==> config.mk <==
export PLATFORM = sky130hd
export DESIGN_NAME = ipi_cmd_regs
export DESIGN_NICKNAME = d
export VERILOG_FILES = /design/src/rtl/ipi_pkg.sv /design/src/rtl/ipi_cmd_store.sv /design/src/rtl/ipi_msg_launch.sv /design/src/rtl/ipi_short_decode.sv /design/src/rtl/ipi_cmd_regs.sv
export SDC_FILE = /design/constraint.sdc
export NUM_CORES = 1
export LEC_CHECK = 0
export BUFFER_PORTS_ARGS = -buffer_cell sky130_fd_sc_hd__buf_2
export CELL_PAD_IN_SITES_DETAIL_PLACEMENT = 0
export CELL_PAD_IN_SITES_GLOBAL_PLACEMENT = 1
export CORE_MARGIN = 3
export CORE_UTILIZATION = 33
export DETAILED_ROUTE_END_ITERATION = 7
export HOLD_SLACK_MARGIN = 0.15
export MAX_ROUTING_LAYER = met4
export PLACE_DENSITY_LB_ADDON = 0.1
export SYNTH_ARGS = -nofsm -noshare
export SYNTH_HDL_FRONTEND = slang
export SYNTH_SLANG_ARGS = --single-unit
==> constraint.sdc <==
create_clock -name clk -period 2.25 [get_ports clk]
set_input_delay 0.45 -clock clk [delete_from_list [all_inputs] [get_ports clk]]
set_output_delay 0.45 -clock clk [all_outputs]
set_load 0.02 [all_outputs]
==> src/rtl/ipi_pkg.sv <==
package ipi_pkg;

    typedef enum logic [1:0] {
        TGT_FIELD    = 2'd0,
        TGT_SELF     = 2'd1,
        TGT_ALL_INCL = 2'd2,
        TGT_ALL_EXCL = 2'd3
    } ipi_target_e;

    // Stored fields of the low command word (busy flag is kept apart)
    typedef struct packed {
        logic [1:0] shorthand;
        logic       trig;
        logic       level;
        logic       dest_logical;
        logic [2:0] dmode;
        logic [7:0] vector;
    } ipi_low_t;

    typedef struct packed {
        logic [7:0] dest;
        ipi_low_t   low;
    } ipi_msg_t;

    localparam int VEC_LSB   = 0;
    localparam int DMODE_LSB = 8;
    localparam int DLOG_BIT  = 11;
    localparam int BUSY_BIT  = 12;
    localparam int LEVEL_BIT = 14;
    localparam int TRIG_BIT  = 15;
    localparam int SH_LSB    = 18;
    localparam int DEST_LSB  = 24;

    function automatic ipi_low_t unpack_low(input logic [31:0] w);
        ipi_low_t r;
        r.vector       = w[VEC_LSB +: 8];
        r.dmode        = w[DMODE_LSB +: 3];
        r.dest_logical = w[DLOG_BIT];
        r.level        = w[LEVEL_BIT];
        r.trig         = w[TRIG_BIT];
        r.shorthand    = w[SH_LSB +: 2];
        return r;
    endfunction

    function automatic logic [31:0] pack_low(input ipi_low_t l, input logic busy);
        logic [31:0] w;
        w                  = '0;
        w[VEC_LSB +: 8]    = l.vector;
        w[DMODE_LSB +: 3]  = l.dmode;
        w[DLOG_BIT]        = l.dest_logical;
        w[BUSY_BIT]        = busy;
        w[LEVEL_BIT]       = l.level;
        w[TRIG_BIT]        = l.trig;
        w[SH_LSB +: 2]     = l.shorthand;
        return w;
    endfunction

endpackage

==> src/rtl/ipi_cmd_store.sv <==
module ipi_cmd_store
    import ipi_pkg::*;
(
    input  logic        clk,
    input  logic        rst,
    input  logic        wr_low,
    input  logic        wr_high,
    input  logic [31:0] wdata,
    input  logic        accept,
    output ipi_low_t    low_q,
    output logic [7:0]  dest_q,
    output logic        busy,
    output logic        start
);
    assign start = wr_low && !busy;

    always_ff @(posedge clk) begin
        if (rst) begin
            low_q  <= '0;
            dest_q <= '0;
            busy   <= 1'b0;
        end else begin
            if (wr_high)
                dest_q <= wdata[DEST_LSB +: 8];
            if (start) begin
                low_q <= unpack_low(wdata);
                busy  <= 1'b1;
            end else if (accept) begin
                busy  <= 1'b0;
            end
        end
    end

    // a low write while busy leaves the stored command untouched
    p_no_overwrite_r7: assert property (@(posedge clk) disable iff (rst)
        (busy && wr_low) |=> $stable(low_q) && (busy || $past(accept)));

    // busy only drops through an accepted handshake
    p_busy_clear_r6: assert property (@(posedge clk) disable iff (rst)
        $fell(busy) |-> $past(accept));
endmodule

==> src/rtl/ipi_msg_launch.sv <==
module ipi_msg_launch
    import ipi_pkg::*;
(
    input  logic        clk,
    input  logic        rst,
    input  logic        start,
    input  ipi_low_t    low_new,
    input  logic [7:0]  dest,
    input  logic        msg_ready,
    output logic        msg_valid,
    output ipi_msg_t    msg,
    output logic        accept
);
    assign accept = msg_valid && msg_ready;

    always_ff @(posedge clk) begin
        if (rst) begin
            msg_valid <= 1'b0;
            msg       <= '0;
        end else if (start) begin
            msg_valid <= 1'b1;
            msg.dest  <= dest;
            msg.low   <= low_new;
        end else if (accept) begin
            msg_valid <= 1'b0;
        end
    end

    // held offer stays stable until taken
    p_hold_stable_r5: assert property (@(posedge clk) disable iff (rst)
        (msg_valid && !msg_ready) |=> msg_valid && $stable(msg));

    // the handshake withdraws the offer
    p_drop_on_accept_r6: assert property (@(posedge clk) disable iff (rst)
        (msg_valid && msg_ready) |=> !msg_valid);
endmodule

==> src/rtl/ipi_short_decode.sv <==
module ipi_short_decode
    import ipi_pkg::*;
(
    input  logic [1:0]  shorthand,
    output ipi_target_e target
);
    always_comb begin
        case (shorthand)
            2'd1:    target = TGT_SELF;
            2'd2:    target = TGT_ALL_INCL;
            2'd3:    target = TGT_ALL_EXCL;
            default: target = TGT_FIELD;
        endcase
    end
endmodule

==> src/rtl/ipi_cmd_regs.sv <==
module ipi_cmd_regs
    import ipi_pkg::*;
#(
    parameter int ADDR_W = 4,
    parameter logic [ADDR_W-1:0] LOW_ADDR  = 4'h0,
    parameter logic [ADDR_W-1:0] HIGH_ADDR = 4'h4
) (
    input  logic              clk,
    input  logic              rst,
    input  logic [ADDR_W-1:0] bus_addr,
    input  logic              bus_wr,
    input  logic [31:0]       bus_wdata,
    output logic [31:0]       bus_rdata,
    output logic              msg_valid,
    input  logic              msg_ready,
    output logic [7:0]        msg_dest,
    output logic [7:0]        msg_vector,
    output logic [2:0]        msg_dmode,
    output logic              msg_destmode,
    output logic              msg_level,
    output logic              msg_trig,
    output logic [1:0]        msg_target
);
    logic        wr_low, wr_high, busy, start, accept;
    ipi_low_t    low_q;
    logic [7:0]  dest_q;
    ipi_msg_t    msg;
    ipi_target_e target;

    assign wr_low  = bus_wr && (bus_addr == LOW_ADDR);
    assign wr_high = bus_wr && (bus_addr == HIGH_ADDR);

    ipi_cmd_store u_store (
        .clk(clk), .rst(rst), .wr_low(wr_low), .wr_high(wr_high),
        .wdata(bus_wdata), .accept(accept), .low_q(low_q),
        .dest_q(dest_q), .busy(busy), .start(start)
    );

    ipi_msg_launch u_launch (
        .clk(clk), .rst(rst), .start(start), .low_new(unpack_low(bus_wdata)),
        .dest(dest_q), .msg_ready(msg_ready), .msg_valid(msg_valid),
        .msg(msg), .accept(accept)
    );

    ipi_short_decode u_dec (.shorthand(msg.low.shorthand), .target(target));

    always_comb begin
        if (bus_addr == LOW_ADDR)
            bus_rdata = pack_low(low_q, busy);
        else if (bus_addr == HIGH_ADDR)
            bus_rdata = {dest_q, 24'h0};
        else
            bus_rdata = '0;
    end

    assign msg_dest     = msg.dest;
    assign msg_vector   = msg.low.vector;
    assign msg_dmode    = msg.low.dmode;
    assign msg_destmode = msg.low.dest_logical;
    assign msg_level    = msg.low.level;
    assign msg_trig     = msg.low.trig;
    assign msg_target   = target;

    // status bit and outbound offer move together
    p_busy_is_valid_r6: assert property (@(posedge clk) disable iff (rst)
        busy == msg_valid);

    // an accepted low write raises the offer on the next edge
    p_launch_r4: assert property (@(posedge clk) disable iff (rst)
        (wr_low && !busy) |=> msg_valid && (msg_vector == $past(bus_wdata[7:0])));

    // destination of a pending message is frozen
    p_dest_frozen_r10: assert property (@(posedge clk) disable iff (rst)
        (msg_valid && wr_high && !msg_ready) |=> $stable(msg_dest));
endmodule

# --- Word level (Yosys, flattened, before mapping) ---
# Cells that the tools add are included.
totals:
  regBits: 33
  inputBits: 40
classes:
  eq_ne: 4
  mux: 5
  reduce_logical: 7
op_table:
  columns: ["op", "n"]
  rows:
  - ["32-bit two-way mux", 2]
  - ["2-bit case mux with 3 select lines", 1]
  - ["2-bit equality test, second input constant", 2]
  - ["4-bit by 3-bit equality test with 1-bit output, second input constant", 1]
  - ["1-bit logical AND", 4]
  - ["4-bit logical NOT", 1]
  - ["2-bit by 1-bit equality test with 1-bit output, second input constant", 1]
  - ["1-bit two-way mux", 2]
  - ["2-bit nonzero test", 1]
  - ["1-bit logical NOT", 1]

# --- Logic depth before layout (Yosys ltp) ---
logic_depth:
  ltp_word: 4
  ltp_mapped: 5
  depth_no_buf: 3

# --- Hierarchy ---
# From an unflattened synthesis, not the netlist that was laid out.
hier_totals:
  cells_unflattened: 223
  hier_area_um2: 2306.0
by_module_without_submodules:
  columns: ["mod", "n_inst", "cells_each", "area_per_inst_um2", "seq_area_each_um2"]
  rows:
  - ["ipi_cmd_store", 1, 100, 1082.3, 500.5]
  - ["ipi_msg_launch", 1, 83, 917.1, 500.5]
  - ["ipi_cmd_regs", 1, 38, 299.0, 0.0]
  - ["ipi_short_decode", 1, 2, 7.5, 0.0]

# --- Worst setup path after synthesis ---
# No wires, ideal clock.
synth_path:
  path_kind: "input to output"
  from: "in bus_addr[1]"
  to: "out bus_rdata[10]"
  t_arrival_ps: 1495
  path_slack_ps: 305
  stages: 3
  path_cell_list: "nor4_1 -> clkbuf_1 -> and2_1"
synth_via:
  elab_chain_len: 2
synth_rtl:
  columns: ["item", "line", "text"]
  rows:
  - ["start: declaration", "ipi_cmd_regs.sv:10", "input logic [ADDR_W-1:0] bus_addr,"]
  - ["4-bit logical NOT", "ipi_cmd_regs.sv:48", "if (bus_addr == LOW_ADDR)"]
  - ["32-bit two-way mux", "ipi_cmd_regs.sv:48", null]
  - ["end: declaration", "ipi_cmd_regs.sv:13", "output logic [31:0] bus_rdata,"]
# No other way between the ends.

# --- Worst setup path after layout ---
layout_path:
  from: "in bus_addr[1]"
  to: "out bus_rdata[27]"
layout_via:
  elab_chain_len: 3
layout_rtl:
  columns: ["item", "line", "text"]
  rows:
  - ["4-bit by 3-bit equality test with 1-bit output", "ipi_cmd_regs.sv:50", "else if (bus_addr == HIGH_ADDR)"]
  - ["32-bit two-way mux", "ipi_cmd_regs.sv:50", null]
  - ["32-bit two-way mux (*)", "ipi_cmd_regs.sv:48", null]
# Every way passes the cells marked *; elsewhere a longest branch is shown, timed or not.

==> run metrics <==
CP Class input pin to output pin; Post-Syn Area 1860 sq um; post-place setup slack 326 ps; gpl congestion 0.670; VDD IR-drop max 0.356 mV; Min Clock Period, post-route 1830 ps; WP data arrival 1380 ps; crit-path most repeated cell buf_2; Initial Util 35.3%; DRT iter0 DRCs 44; CTS Hold Bufs 0; CP delay by family, top buffers and inverters; Vias 1394; Setup WS post-layout 419 ps; Bufs and invs on worst path 3; die width 81.1 microns; Finished Cell Area 2280 sq um; CTS root buffer clkbuf_8; Die Y 81.1 microns; # DRC 0; Register Area 661 sq um; outcome finished clean; Post-Syn Instances 186; GR peak layer met2; max-cap check violation count 0; largest net degree at the start of global routing 58; H-tree levels 2; cts repair resizes 0; Yosys warning count 0; Leak Pwr 1.05 nW; flops & latches, synth 33; # rows 26; Slowest cell on crit path nor4b_2; die area 6570 sq um; CTS tree done; total detailed-routing wirelength 4030 microns; crit start category input pin; Pre-antenna DRT Iters 4; Worst Path Required 1800 ps; clock tree buffer depth 2; io pins 97; # port buffers 81; Worst-path clk slew 70 ps; Max Slew Vio Count 0; CP max FO 17; Antenna diodes 0; most common cell after layout, fill and taps aside buf_2; total gr overflow 0; sequential area share after synthesis 35.5%; setup TNS 0 ps; final setup vio count 0; first-pass GRT wire length 6260 microns; Final Hold Vio Count 0; Overall Global Routing Usage 12.9%; Final nets 293; cts bufs inserted 5; Tot Pwr 1.14 mW; unrepaired setup endpoints after global routing no; Clock Skew 5.31 ps; crit share post-route 81.4%; met3 Use GR 3.77%; initial antenna violation count 0; M2 GR Usage 19.2%; share of layout cells above drive strength 1 51.4%; WL per Instance 12.5 microns; DRT antenna net count 0; vias in the first global route 1308; crit path capture type output pin; worst skew pair latency 280 ps; worst-path cell chain buf_2, nor4b_2, buf_4, and2_1, buf_2; met1 usage 16.3%; Layout fillers 544; Setup Fix Bufs, Post-CTS 0; commonest cells after routing, fill and taps aside buf_2, or2b_2, dfxtp_1; upper clock frequency limit 0.546 GHz; hold_ws 424 ps; Pwr Density 502 nW/um^2; dpl hpwl 2820 microns; area of the multi-input gates 1000 sq um; clock tree sinks 33; Post-Syn Area per Cell 10.0 sq um; Yosys cell types 20; core region area 5270 sq um; CP max stage delay 260 ps; post-DR vias/cell 4.32; placed cell area 2190 sq um; Hold WC Path Type input pin to flip-flop; area delta synth->final 22.6%
## synth_stat cells
library cell / instances / share of area, %
and2_1: 25 / 8.4
and2_2: 1 / 0.40
buf_4: 18 / 7.3
buf_6: 2 / 1.2
buf_8: 2 / 1.6
clkbuf_1: 10 / 2.0
conb_1: 1 / 0.20
dfxtp_1: 33 / 36
mux2i_1: 24 / 13
nand2b_1: 11 / 3.7
nand4b_1: 8 / 3.8
nor2b_1: 1 / 0.34
nor3_4: 1 / 0.88
nor4_1: 1 / 0.34
nor4b_2: 1 / 0.81
o21ai_0: 8 / 2.2
o21ba_1: 1 / 0.54
or2b_1: 4 / 1.6
or2b_2: 33 / 16
or4b_4: 1 / 0.74
## final cells by class
cell class | count | area share, %
multi-input combinational | 127 | 44.0
tap | 70 | 3.84
timing repair buffer | 86 | 19.4
clock buffer | 7 | 3.79
sequential | 33 | 29.0
## layer usage
layer  routed length (microns)  part of all wire (%)
met1                      1800                    45
met2                      1870                    46
met3                       302                   7.5
met4                        55                   1.4
met5                         0                     0
## sequential cells by signal, summed over array words and instances, names as in the netlist
name / cells
u_store.low_q: 16
u_launch.msg: 8
u_store.dest_q: 8
u_store.busy: 1
## tightest hold or removal path, stage by stage
cell      delay, ps
buf_2            70
nand4b_1         80
o21ai_0          70
## logic make-up (layout without fill, tap and decap cells)
logic type	after synthesis	after routing	synth area share, %
other	1	7	0.202
AND/OR/NAND/NOR	87	87	36.5
AO/OA/AOI/OAI	9	9	2.69
multiplexers	24	24	12.9
buffers and inverters	32	93	12.1
flip-flops	33	33	35.5
## power by group
group          internal [mW]  switching, mW
clock                  0.243          0.201
combinational         0.0502         0.0572
sequential             0.590        0.00320
total                  0.883          0.262
## stage by stage
| step | cells | util (%) |
|---|---|---|
| 5_1_grt | 323 | 43.3 |
| 3_5_place_dp | 316 | 41.6 |
| 2_1_floorplan | 192 | - |
| 6_report | 323 | 43.3 |
| 4_1_cts | 323 | 43.3 |
| 3_3_place_gp | 316 | 41.6 |
## path summary, 6_finish.rpt
path                    start                end  slack, ps  cells after the start
max               bus_addr[1]      bus_rdata[27]        420                      5
min             bus_wdata[25]  u_store.dest_q[1]        420                      3
max reg2reg      u_store.busy   u_launch.msg[19]       1100                      3
min reg2reg  u_launch.msg[17]   u_launch.msg[17]        470                      2
No activity file was read; power rests on OpenSTA's default activity.
